$ cat config.mk
export PLATFORM = sky130hd
export DESIGN_NAME = usb_in_ep_ctrl
export DESIGN_NICKNAME = d
export VERILOG_FILES = /design/src/rtl/usb_in_pkg.sv /design/src/rtl/usb_in_len_clamp.sv /design/src/rtl/usb_in_ep_regs.sv /design/src/rtl/usb_in_seq.sv /design/src/rtl/usb_in_ep_ctrl.sv
export SDC_FILE = /design/constraint.sdc
export NUM_CORES = 1
export LEC_CHECK = 0
export BUFFER_PORTS_ARGS = -buffer_cell sky130_fd_sc_hd__buf_2
export CAP_MARGIN = 5
export CORE_ASPECT_RATIO = 0.6
export CORE_UTILIZATION = 60
export CTS_CLUSTER_SIZE = 12
export DETAILED_ROUTE_END_ITERATION = 12
export PLACE_DENSITY = 0.92
export SETUP_SLACK_MARGIN = 0.2
export SYNTH_ARGS = -nofsm -noshare
export SYNTH_HDL_FRONTEND = slang
export SYNTH_SLANG_ARGS = --single-unit
$ cat constraint.sdc
create_clock -name clk_i -period 4.2 [get_ports clk_i]
set_input_delay 0.84 -clock clk_i [delete_from_list [all_inputs] [get_ports clk_i]]
set_output_delay 0.84 -clock clk_i [all_outputs]
set_load 0.1 [all_outputs]
$ cat src/rtl/usb_in_pkg.sv
package usb_in_pkg;

    typedef enum logic [1:0] {
        RSP_DATA  = 2'd0,
        RSP_NAK   = 2'd1,
        RSP_STALL = 2'd2
    } rsp_kind_e;

    typedef enum logic [1:0] {
        SQ_IDLE = 2'd0,
        SQ_SEND = 2'd1,
        SQ_WACK = 2'd2
    } seq_state_e;

endpackage

$ cat src/rtl/usb_in_len_clamp.sv
module usb_in_len_clamp #(
    parameter int SIZE_W  = 7,
    parameter int MAX_PKT = 64
) (
    input  logic [SIZE_W-1:0] size_i,
    output logic [SIZE_W-1:0] len_o
);
    localparam logic [SIZE_W-1:0] CAP = SIZE_W'(MAX_PKT);

    always_comb begin
        len_o = (size_i > CAP) ? CAP : size_i;
    end
endmodule

$ cat src/rtl/usb_in_ep_regs.sv
module usb_in_ep_regs #(
    parameter int NUM_EP = 12,
    parameter int EP_W   = 4,
    parameter int BUF_W  = 5,
    parameter int SIZE_W = 7
) (
    input  logic                          clk_i,
    input  logic                          rst_ni,
    input  logic                          sw_wr_i,
    input  logic [EP_W-1:0]               sw_ep_i,
    input  logic [BUF_W-1:0]              sw_buf_i,
    input  logic [SIZE_W-1:0]             sw_size_i,
    input  logic                          sw_rdy_i,
    input  logic [NUM_EP-1:0]             pend_clr_i,
    input  logic [NUM_EP-1:0]             sent_clr_i,
    input  logic [NUM_EP-1:0]             tgl_clr_i,
    input  logic                          done_i,
    input  logic [EP_W-1:0]               done_ep_i,
    input  logic                          done_flip_i,
    input  logic                          setup_v_i,
    input  logic [EP_W-1:0]               setup_ep_i,
    input  logic [NUM_EP-1:0]             setup_en_i,
    input  logic                          link_rst_i,
    output logic [NUM_EP-1:0][BUF_W-1:0]  bufs_o,
    output logic [NUM_EP-1:0][SIZE_W-1:0] sizes_o,
    output logic [NUM_EP-1:0]             rdy_o,
    output logic [NUM_EP-1:0]             pend_o,
    output logic [NUM_EP-1:0]             sent_o,
    output logic [NUM_EP-1:0]             tgl_o
);
    typedef struct packed {
        logic [NUM_EP-1:0][BUF_W-1:0]  bufs;
        logic [NUM_EP-1:0][SIZE_W-1:0] sizes;
        logic [NUM_EP-1:0]             rdy;
        logic [NUM_EP-1:0]             pend;
        logic [NUM_EP-1:0]             sent;
        logic [NUM_EP-1:0]             tgl;
    } bank_t;

    bank_t bank_d, bank_q;

    always_comb begin
        bank_d      = bank_q;
        bank_d.pend = bank_q.pend & ~pend_clr_i;
        bank_d.sent = bank_q.sent & ~sent_clr_i;
        for (int i = 0; i < NUM_EP; i++) begin
            // lowest priority: handshake completion
            if (done_i && done_ep_i == EP_W'(i)) begin
                bank_d.rdy[i]  = 1'b0;
                bank_d.sent[i] = 1'b1;
                if (done_flip_i) begin
                    bank_d.tgl[i] = ~bank_q.tgl[i];
                end
            end
            // firmware descriptor write
            if (sw_wr_i && sw_ep_i == EP_W'(i)) begin
                bank_d.bufs[i]  = sw_buf_i;
                bank_d.sizes[i] = sw_size_i;
                bank_d.rdy[i]   = sw_rdy_i;
            end
            if (tgl_clr_i[i]) begin
                bank_d.tgl[i] = 1'b0;
            end
            // hardware cancellation by SETUP
            if (setup_v_i && setup_ep_i == EP_W'(i) && setup_en_i[i]) begin
                if (bank_q.rdy[i]) begin
                    bank_d.pend[i] = 1'b1;
                end
                bank_d.rdy[i] = 1'b0;
            end
        end
        // highest priority: bus reset cancels everything
        if (link_rst_i) begin
            bank_d.pend = bank_d.pend | bank_q.rdy;
            bank_d.rdy  = '0;
            bank_d.tgl  = '0;
        end
    end

    always_ff @(posedge clk_i or negedge rst_ni) begin
        if (!rst_ni) begin
            bank_q <= '0;
        end else begin
            bank_q <= bank_d;
        end
    end

    assign bufs_o  = bank_q.bufs;
    assign sizes_o = bank_q.sizes;
    assign rdy_o   = bank_q.rdy;
    assign pend_o  = bank_q.pend;
    assign sent_o  = bank_q.sent;
    assign tgl_o   = bank_q.tgl;
endmodule

$ cat src/rtl/usb_in_seq.sv
module usb_in_seq
    import usb_in_pkg::*;
#(
    parameter int NUM_EP      = 12,
    parameter int EP_W        = 4,
    parameter int BUF_W       = 5,
    parameter int SIZE_W      = 7,
    parameter int MAX_PKT     = 64,
    parameter int ACK_TIMEOUT = 32
) (
    input  logic                          clk_i,
    input  logic                          rst_ni,
    input  logic                          tok_in_i,
    input  logic [EP_W-1:0]               tok_ep_i,
    input  logic [NUM_EP-1:0]             in_en_i,
    input  logic [NUM_EP-1:0]             stall_i,
    input  logic [NUM_EP-1:0]             iso_i,
    input  logic [NUM_EP-1:0]             setup_en_i,
    input  logic [NUM_EP-1:0]             rdy_i,
    input  logic [NUM_EP-1:0][BUF_W-1:0]  bufs_i,
    input  logic [NUM_EP-1:0][SIZE_W-1:0] sizes_i,
    input  logic [NUM_EP-1:0]             tgl_i,
    input  logic                          tx_done_i,
    input  logic                          ack_i,
    input  logic                          bad_pkt_i,
    input  logic                          other_tok_i,
    input  logic                          link_rst_i,
    output logic                          tx_start_o,
    output logic [1:0]                    tx_kind_o,
    output logic [BUF_W-1:0]              tx_buf_o,
    output logic [SIZE_W-1:0]             tx_len_o,
    output logic                          tx_data1_o,
    output logic                          in_err_o,
    output logic                          done_o,
    output logic [EP_W-1:0]               done_ep_o,
    output logic                          done_flip_o
);
    localparam int TMO_W = $clog2(ACK_TIMEOUT + 1);
    localparam logic [TMO_W-1:0] TMO_LAST = TMO_W'(ACK_TIMEOUT - 1);

    typedef struct packed {
        seq_state_e        state;
        logic [EP_W-1:0]   ep;
        logic              iso;
        logic [TMO_W-1:0]  tmo;
        logic              start;
        rsp_kind_e         kind;
        logic [BUF_W-1:0]  bufid;
        logic [SIZE_W-1:0] len;
        logic              data1;
        logic              err;
    } seq_t;

    seq_t s_d, s_q;

    logic              hit;
    logic [EP_W-1:0]   sel;
    logic [SIZE_W-1:0] sel_len;
    logic              iso_eff;

    assign hit     = (int'(tok_ep_i) < NUM_EP);
    assign sel     = hit ? tok_ep_i : '0;
    assign iso_eff = iso_i[sel] & ~setup_en_i[sel];

    usb_in_len_clamp #(
        .SIZE_W  (SIZE_W),
        .MAX_PKT (MAX_PKT)
    ) u_clamp (
        .size_i (sizes_i[sel]),
        .len_o  (sel_len)
    );

    always_comb begin
        s_d         = s_q;
        s_d.start   = 1'b0;
        s_d.err     = 1'b0;
        done_o      = 1'b0;
        done_flip_o = 1'b0;
        unique case (s_q.state)
            SQ_IDLE: begin
                if (tok_in_i && hit && in_en_i[sel]) begin
                    s_d.start = 1'b1;
                    s_d.ep    = sel;
                    s_d.iso   = iso_eff;
                    if (stall_i[sel] && !iso_eff) begin
                        s_d.kind = RSP_STALL;
                    end else if (rdy_i[sel]) begin
                        s_d.kind  = RSP_DATA;
                        s_d.bufid = bufs_i[sel];
                        s_d.len   = sel_len;
                        s_d.data1 = tgl_i[sel];
                        s_d.state = SQ_SEND;
                    end else begin
                        s_d.kind = RSP_NAK;
                    end
                end
            end
            SQ_SEND: begin
                if (tx_done_i) begin
                    if (s_q.iso) begin
                        done_o    = 1'b1;
                        s_d.state = SQ_IDLE;
                    end else begin
                        s_d.tmo   = '0;
                        s_d.state = SQ_WACK;
                    end
                end
            end
            SQ_WACK: begin
                if (ack_i) begin
                    done_o      = 1'b1;
                    done_flip_o = 1'b1;
                    s_d.state   = SQ_IDLE;
                end else if (bad_pkt_i || other_tok_i) begin
                    s_d.err   = 1'b1;
                    s_d.state = SQ_IDLE;
                end else if (s_q.tmo == TMO_LAST) begin
                    s_d.state = SQ_IDLE;
                end else begin
                    s_d.tmo = s_q.tmo + 1'b1;
                end
            end
            default: s_d.state = SQ_IDLE;
        endcase
        if (link_rst_i) begin
            s_d.state = SQ_IDLE;
        end
    end

    always_ff @(posedge clk_i or negedge rst_ni) begin
        if (!rst_ni) begin
            s_q <= '0;
        end else begin
            s_q <= s_d;
        end
    end

    assign tx_start_o = s_q.start;
    assign tx_kind_o  = s_q.kind;
    assign tx_buf_o   = s_q.bufid;
    assign tx_len_o   = s_q.len;
    assign tx_data1_o = s_q.data1;
    assign in_err_o   = s_q.err;
    assign done_ep_o  = s_q.ep;
endmodule

$ cat src/rtl/usb_in_ep_ctrl.sv
module usb_in_ep_ctrl #(
    parameter int NUM_EP      = 12,
    parameter int EP_W        = $clog2(NUM_EP),
    parameter int BUF_W       = 5,
    parameter int SIZE_W      = 7,
    parameter int MAX_PKT     = 64,
    parameter int ACK_TIMEOUT = 32
) (
    input  logic              clk_i,
    input  logic              rst_ni,
    input  logic              sw_wr_i,
    input  logic [EP_W-1:0]   sw_ep_i,
    input  logic [BUF_W-1:0]  sw_buf_i,
    input  logic [SIZE_W-1:0] sw_size_i,
    input  logic              sw_rdy_i,
    input  logic [NUM_EP-1:0] pend_clr_i,
    input  logic [NUM_EP-1:0] sent_clr_i,
    input  logic [NUM_EP-1:0] tgl_clr_i,
    input  logic [NUM_EP-1:0] in_en_i,
    input  logic [NUM_EP-1:0] stall_i,
    input  logic [NUM_EP-1:0] iso_i,
    input  logic [NUM_EP-1:0] setup_en_i,
    input  logic              tok_in_i,
    input  logic [EP_W-1:0]   tok_ep_i,
    input  logic              tx_done_i,
    input  logic              ack_i,
    input  logic              bad_pkt_i,
    input  logic              other_tok_i,
    input  logic              setup_rx_i,
    input  logic [EP_W-1:0]   setup_ep_i,
    input  logic              link_rst_i,
    output logic              tx_start_o,
    output logic [1:0]        tx_kind_o,
    output logic [BUF_W-1:0]  tx_buf_o,
    output logic [SIZE_W-1:0] tx_len_o,
    output logic              tx_data1_o,
    output logic              in_err_o,
    output logic [NUM_EP-1:0] rdy_o,
    output logic [NUM_EP-1:0] pend_o,
    output logic [NUM_EP-1:0] sent_o,
    output logic              pkt_sent_irq_o
);
    logic [NUM_EP-1:0][BUF_W-1:0]  bufs;
    logic [NUM_EP-1:0][SIZE_W-1:0] sizes;
    logic [NUM_EP-1:0]             tgl;
    logic                          done;
    logic [EP_W-1:0]               done_ep;
    logic                          done_flip;

    usb_in_ep_regs #(
        .NUM_EP (NUM_EP),
        .EP_W   (EP_W),
        .BUF_W  (BUF_W),
        .SIZE_W (SIZE_W)
    ) u_regs (
        .clk_i       (clk_i),
        .rst_ni      (rst_ni),
        .sw_wr_i     (sw_wr_i),
        .sw_ep_i     (sw_ep_i),
        .sw_buf_i    (sw_buf_i),
        .sw_size_i   (sw_size_i),
        .sw_rdy_i    (sw_rdy_i),
        .pend_clr_i  (pend_clr_i),
        .sent_clr_i  (sent_clr_i),
        .tgl_clr_i   (tgl_clr_i),
        .done_i      (done),
        .done_ep_i   (done_ep),
        .done_flip_i (done_flip),
        .setup_v_i   (setup_rx_i),
        .setup_ep_i  (setup_ep_i),
        .setup_en_i  (setup_en_i),
        .link_rst_i  (link_rst_i),
        .bufs_o      (bufs),
        .sizes_o     (sizes),
        .rdy_o       (rdy_o),
        .pend_o      (pend_o),
        .sent_o      (sent_o),
        .tgl_o       (tgl)
    );

    usb_in_seq #(
        .NUM_EP      (NUM_EP),
        .EP_W        (EP_W),
        .BUF_W       (BUF_W),
        .SIZE_W      (SIZE_W),
        .MAX_PKT     (MAX_PKT),
        .ACK_TIMEOUT (ACK_TIMEOUT)
    ) u_seq (
        .clk_i       (clk_i),
        .rst_ni      (rst_ni),
        .tok_in_i    (tok_in_i),
        .tok_ep_i    (tok_ep_i),
        .in_en_i     (in_en_i),
        .stall_i     (stall_i),
        .iso_i       (iso_i),
        .setup_en_i  (setup_en_i),
        .rdy_i       (rdy_o),
        .bufs_i      (bufs),
        .sizes_i     (sizes),
        .tgl_i       (tgl),
        .tx_done_i   (tx_done_i),
        .ack_i       (ack_i),
        .bad_pkt_i   (bad_pkt_i),
        .other_tok_i (other_tok_i),
        .link_rst_i  (link_rst_i),
        .tx_start_o  (tx_start_o),
        .tx_kind_o   (tx_kind_o),
        .tx_buf_o    (tx_buf_o),
        .tx_len_o    (tx_len_o),
        .tx_data1_o  (tx_data1_o),
        .in_err_o    (in_err_o),
        .done_o      (done),
        .done_ep_o   (done_ep),
        .done_flip_o (done_flip)
    );

    assign pkt_sent_irq_o = |sent_o;
endmodule

* Word-level counts from Yosys, hierarchy flattened
Cells that the tools add are included.
Storage, ports and cells: register bits 222, input bits 119, output and inout bits 54
Cells by class: $add $sub $neg 1, $lt $le $gt $ge 3, eq/ne operators 46, muxes and demuxes 158, bitwise operators 20, reduce and logical (&&, ||, !) cells 111
Operators by type and width (count):
- $mux W1 | 122
- $reduce_bool A3 Y1 | 24
- $logic_and A1 B1 Y1 | 51
- $eq A4 B3 Y1 const B | 12
- $eq A4 B4 Y1 const B | 12
- $reduce_bool A4 Y1 | 12
- $mux W16 | 2
- $mux W6 | 5
- $bmux W7 S4 | 1
- $mux W13 | 2
- $reduce_and A2 Y1 | 13
- $and A12 B12 Y12 | 2
- $bmux W1 S4 | 6
- $eq A4 B2 Y1 const B | 6
- $mux W24 | 1
- $not A12 Y12 | 2
- $mux W7 | 3
- $bmux W5 S4 | 1
- $mux W2 | 9
- $not A1 Y1 | 14
- $eq A4 B1 Y1 const B | 3
- $logic_not A4 Y1 | 3
- $mux W12 | 1
- $or A12 B12 Y12 | 1
- 25 further kinds | 31

* Depth between registers and ports, before layout
depth in word-level cells 12, depth in mapped cells 12, depth with buffers taken out 9

* Cells and area by module
Synthesis repeated with hierarchy kept, for this count alone.
Unflattened totals: cells, all modules 1036, area, all modules 11449.7 um^2
Modules (own cells, without submodules):
- usb_in_ep_regs | instances 1, cells each 563, area each 7752.4 um^2, sequential area each 4804.6 um^2
- usb_in_seq | instances 1, cells each 462, area each 3632.2 um^2, sequential area each 750.7 um^2
- usb_in_len_clamp | instances 1, cells each 7, area each 41.3 um^2, sequential area each 0.0 um^2
- usb_in_ep_ctrl | instances 1, cells each 4, area each 23.8 um^2, sequential area each 0.0 um^2

* Least setup slack after synthesis
OpenSTA, ideal clock, no wires.
path type register -> output, start reg u_regs.bank_q, in the netlist u_regs.sent_o[7], end out pkt_sent_irq_o, arrival 1.899 ns, data required time 3.360 ns, slack 1.461 ns, cell stages (with the launch flop) 3, path through dfrtp_1 -> nor4_1 -> nand3_1
On the way: word-level cells in the longest chain between the ends 1
RTL lines:
- start: declaration | RTL line usb_in_ep_regs.sv:40 | bank_t bank_d, bank_q;
- start signal: assignment | RTL line usb_in_ep_regs.sv:84 | bank_q <= bank_d;
- $reduce_or A12 Y1 | RTL line usb_in_ep_ctrl.sv:117 | assign pkt_sent_irq_o = |sent_o;
- end: declaration | RTL line usb_in_ep_ctrl.sv:41 | output logic pkt_sent_irq_o
No other way between the ends.

* Worst setup path after layout
start in tok_ep_i[3], end reg u_seq.s_q, in the netlist u_seq.tx_len_o[0]
On the way: word-level cells in the longest chain between the ends 10, elaborated cells between the ends (all ways) 24, those cells by class order compare: 2; mux: 14; bitwise: 3; reduce/logical: 5
RTL lines:
- start: declaration | RTL line usb_in_ep_ctrl.sv:24 | input logic [EP_W-1:0] tok_ep_i,
- branches (longest 10 deep; another with $gt A7 B7 Y1)
- end signal: assignment | RTL line usb_in_seq.sv:132 | s_q <= '0;
- end signal: assignment | RTL line usb_in_seq.sv:134 | s_q <= s_d;
- end: declaration | RTL line usb_in_seq.sv:54 | seq_t s_d, s_q;
Parallel ways; which one is timed is not known. The select of a mux whose other input is x is not followed. A chain may end at the register's enable or synchronous reset.

==> results by group <==
Die
  – Row count: 38
  – Initial Utilization: ~60%
  – Die ar.: ~19000 sq um
  – Die Y: 107.7 microns
  – Die width: 178.1 microns
  – Top Ports: ~170
  – Total core area: between 15000 and 20000 sq um

Worst setup path
  – Critical Path End: u_seq.tx_len_o[0]
  – Critical path class: input pin to flip-flop
  – Reg2Reg Capture Point: u_regs.rdy_o[8]
  – Worst Path Required: 4.62 ns
  – Critical path startpoint: tok_ep_i[3]
  – R2R depth: 8
  – Reg-to-reg slack, setup: 1.48 ns
  – Highest net fanout along the worst path: 20
  – Crit. End Element: flip-flop
  – Worst reg2reg startpoint: u_seq.s_q[28]
  – CP startpoint kind: input pin
  – Worst EP arrival: around 3.7 ns

STA
  – Clk_skew: 0.009410 ns
  – RSZ-0062 raised after global routing: no
  – Worst-Margin Slew: 1.158 ns
  – Final period utilization: between 70% and 80%
  – Final Slew Violations: 0
  – Crit path time final: 3.315 ns
  – Setup_tns: 0 ns
  – Fmax: 301.6 MHz
  – Fin. Hold Viols: 0
  – Setup violations, final: 0
  – Worst rel slew slack: 22.71%

CTS
  – Cts hold-fix bufs: 0
  – Post-CTS setup buffer count: 0
  – CTS Buf Count: 22
  – Post-cts sizing count: 0
  – Clock transition at the registers of the reported paths: 0.06 ns
  – Clk sinks: 222
  – Clk Latency, worst-skew pair: 0.51 ns
  – Clk root buf: clkbuf_16
  – Maximum root-to-sink buffer count: 3
  – CTS tree: done
  – H-tree levels: 1

Placement
  – IO buf count: approximately 170
  – Placer Congestion: 1.005
  – Placed Cells: 1332
  – DP HPWL: 22110 microns

Drt
  – Routed Antenna Nets: 0
  – DRC: 0
  – Router iterations before antenna repair: 5
  – Via count: 8798
  – Routed vias/inst: 6.464
  – DRT iter0 DRCs: between 1k and 1.5k
  – Total routed wirelength: between 30000 and 40000 microns
  – WL/cell: between 20 and 25 microns

Logic synthesis
  – EDFF count, synth: 0
  – Mapped Nets: about 1.1k
  – Yosys reg bits: 222
  – Warnings from Yosys: 0
  – Top-count cell post-synth: dfrtp_1
  – Post-synth top cells: 222 x dfrtp_1, 154 x mux2_2, 87 x nand2_1
  – Yosys cell types: 64
  – Ys async rst share: 100.0%
  – Syn Area/Cell: 11.34 sq um
  – Synth area leaders: dfrtp_1 50%, mux2_2 16%, mux2i_1 4.4%, mux4_2 3.0%, nand2_1 2.9%
  – Synth Cell Area: 11170 sq um
  – Cell taking the most area after synthesis: dfrtp_1
  – Main synth FF type: dfrtp_1
  – Mapped Cells: slightly below 1k
  – Seq/Total Area, Yosys: approximately 50%
  – Top-area cell type share of the netlist area: 49.74%

Pwr
  – Leakage Power: 0.005788 uW
  – VDD IR max: between 300 and 400 uV
  – P per Cell Area: 491.7 nW/um^2

Global route
  – First-pass GRT wire length: 49980 microns
  – Antenna violations before repair: 0
  – All-Layer GR Usage: around a third
  – Pin count of the biggest net entering global routing: 100
  – Total grt overflow: 0
  – Vias in the first global route: 8800

Final layout
  – Area Growth Syn to Fin: 13.46%
  – ANT cells: 0
  – Nets: 1239
  – Layout cells sized above 1: 36.04%
  – Fin cells: 1361

Worst hold path
  – Hold WC Path Type: input pin to asynchronous set/reset pin

Status
  – Status: finished clean

Run
  – Max_cap viols: 0
-- cell usage in the layout, fill, tap and decap left out, types with 11 or more instances in the layout --
| cell | count |
|---|---|
| nor2b_1 | 32 |
| nor2_1 | 34 |
| a211oi_1 | 16 |
| inv_1 | 49 |
| dfrtp_1 | 222 |
| a21oi_1 | 27 |
| nand3_1 | 11 |
| mux4_2 | 15 |
| a31oi_1 | 14 |
| a311oi_1 | 13 |
| o21ai_0 | 34 |
| nor3_1 | 19 |
| buf_4 | 14 |
| mux2i_1 | 49 |
| buf_2 | 171 |
| nand2b_1 | 17 |
| clkbuf_16 | 23 |
| mux2_2 | 154 |
| nand2_1 | 87 |
-- where the power goes --
group	switching, uW	internal, uW
clock	792	980
sequential	260	2540
combinational	1070	587
-- how the worst min path moves through the flow --
stage	start	end	cells past startpoint
2_1_floorplan	u_seq.tx_kind_o[0]	u_seq.tx_kind_o[0]	2
3_5_place_dp	u_regs.bufs_o[32]	u_regs.bufs_o[32]	1
4_1_cts	rst_ni	u_seq.s_q[20]	1
5_1_grt	rst_ni	u_seq.s_q[20]	1
3_3_place_gp	u_regs.bufs_o[14]	u_regs.bufs_o[14]	1
6_report	rst_ni	u_seq.s_q[20]	1
-- state kept, by name (all words and copies together), names as in the netlist --
signal and flops:
u_regs.sizes_o 84, u_regs.bufs_o 60, u_regs.pend_o 12, u_regs.rdy_o 12, u_regs.sent_o 12, u_regs.tgl_o 12, u_seq.s_q 9, u_seq.tx_len_o 7
u_seq.tx_buf_o 5, u_seq.done_ep_o 4, u_seq.tx_kind_o 2, u_seq.in_err_o 1, u_seq.tx_data1_o 1, u_seq.tx_start_o 1
-- cell families (layout without fill, tap and decap cells) --
logic type / after synthesis / count (layout) / share of synthesized area (%)
buffers and inverters: 130 / 266 / 5.288
AOI/OAI and AO/OA: 157 / 157 / 9.926
DFF: 222 / 222 / 49.74
and+or+nand+nor: 239 / 239 / 10.48
adders and majority gates: 4 / 4 / 0.4481
muxes: 218 / 218 / 22.94
xor gates and xnor gates: 15 / 15 / 1.176
-- cell type report --
cell class              instances  area [sq um]
clock buffers                  29         598.1
inverters                      50         187.7
flip-flops and latches        222          5555
multi-input cells             633          5035
fillers                      1224          5492
well taps                     240         300.3
repair buffers                187         994.7
-- metal layers --
metal / wire, microns / GRT usage [%] / vias to the layer above
met2: 14240 / 52.70 / 616
met5: 0 / 0 / -
met3: 4120 / 10.38 / 71
met4: 725 / 7.204 / 0
met1: 13260 / 49.80 / 4389
li1: - / - / 3722
-- through the flow --
step	area (sq um)	hold slack (ns)	worst slack, ns	util [%]	power [uW]
floorplan	11170	0.4498	1.461	-	4082
global placement	12070	0.4812	0.6338	66.47	4348
detailed placement	12070	0.4886	0.5208	66.47	4440
CTS	12670	0.4578	1.006	69.76	6197
global route	12670	0.4537	0.7789	69.76	6445
finish	12670	0.4145	0.8847	69.76	6230
-- critical path: stages --
cell     delay [ns]
buf_2          0.18
a21bo_1        0.31
or3_1          0.37
a31oi_1        0.42
nand2_1        0.34
inv_2          0.17
o211a_1        0.73
nand2_4        0.19
o22ai_2        0.17
Power figures use the tool's default switching activity.
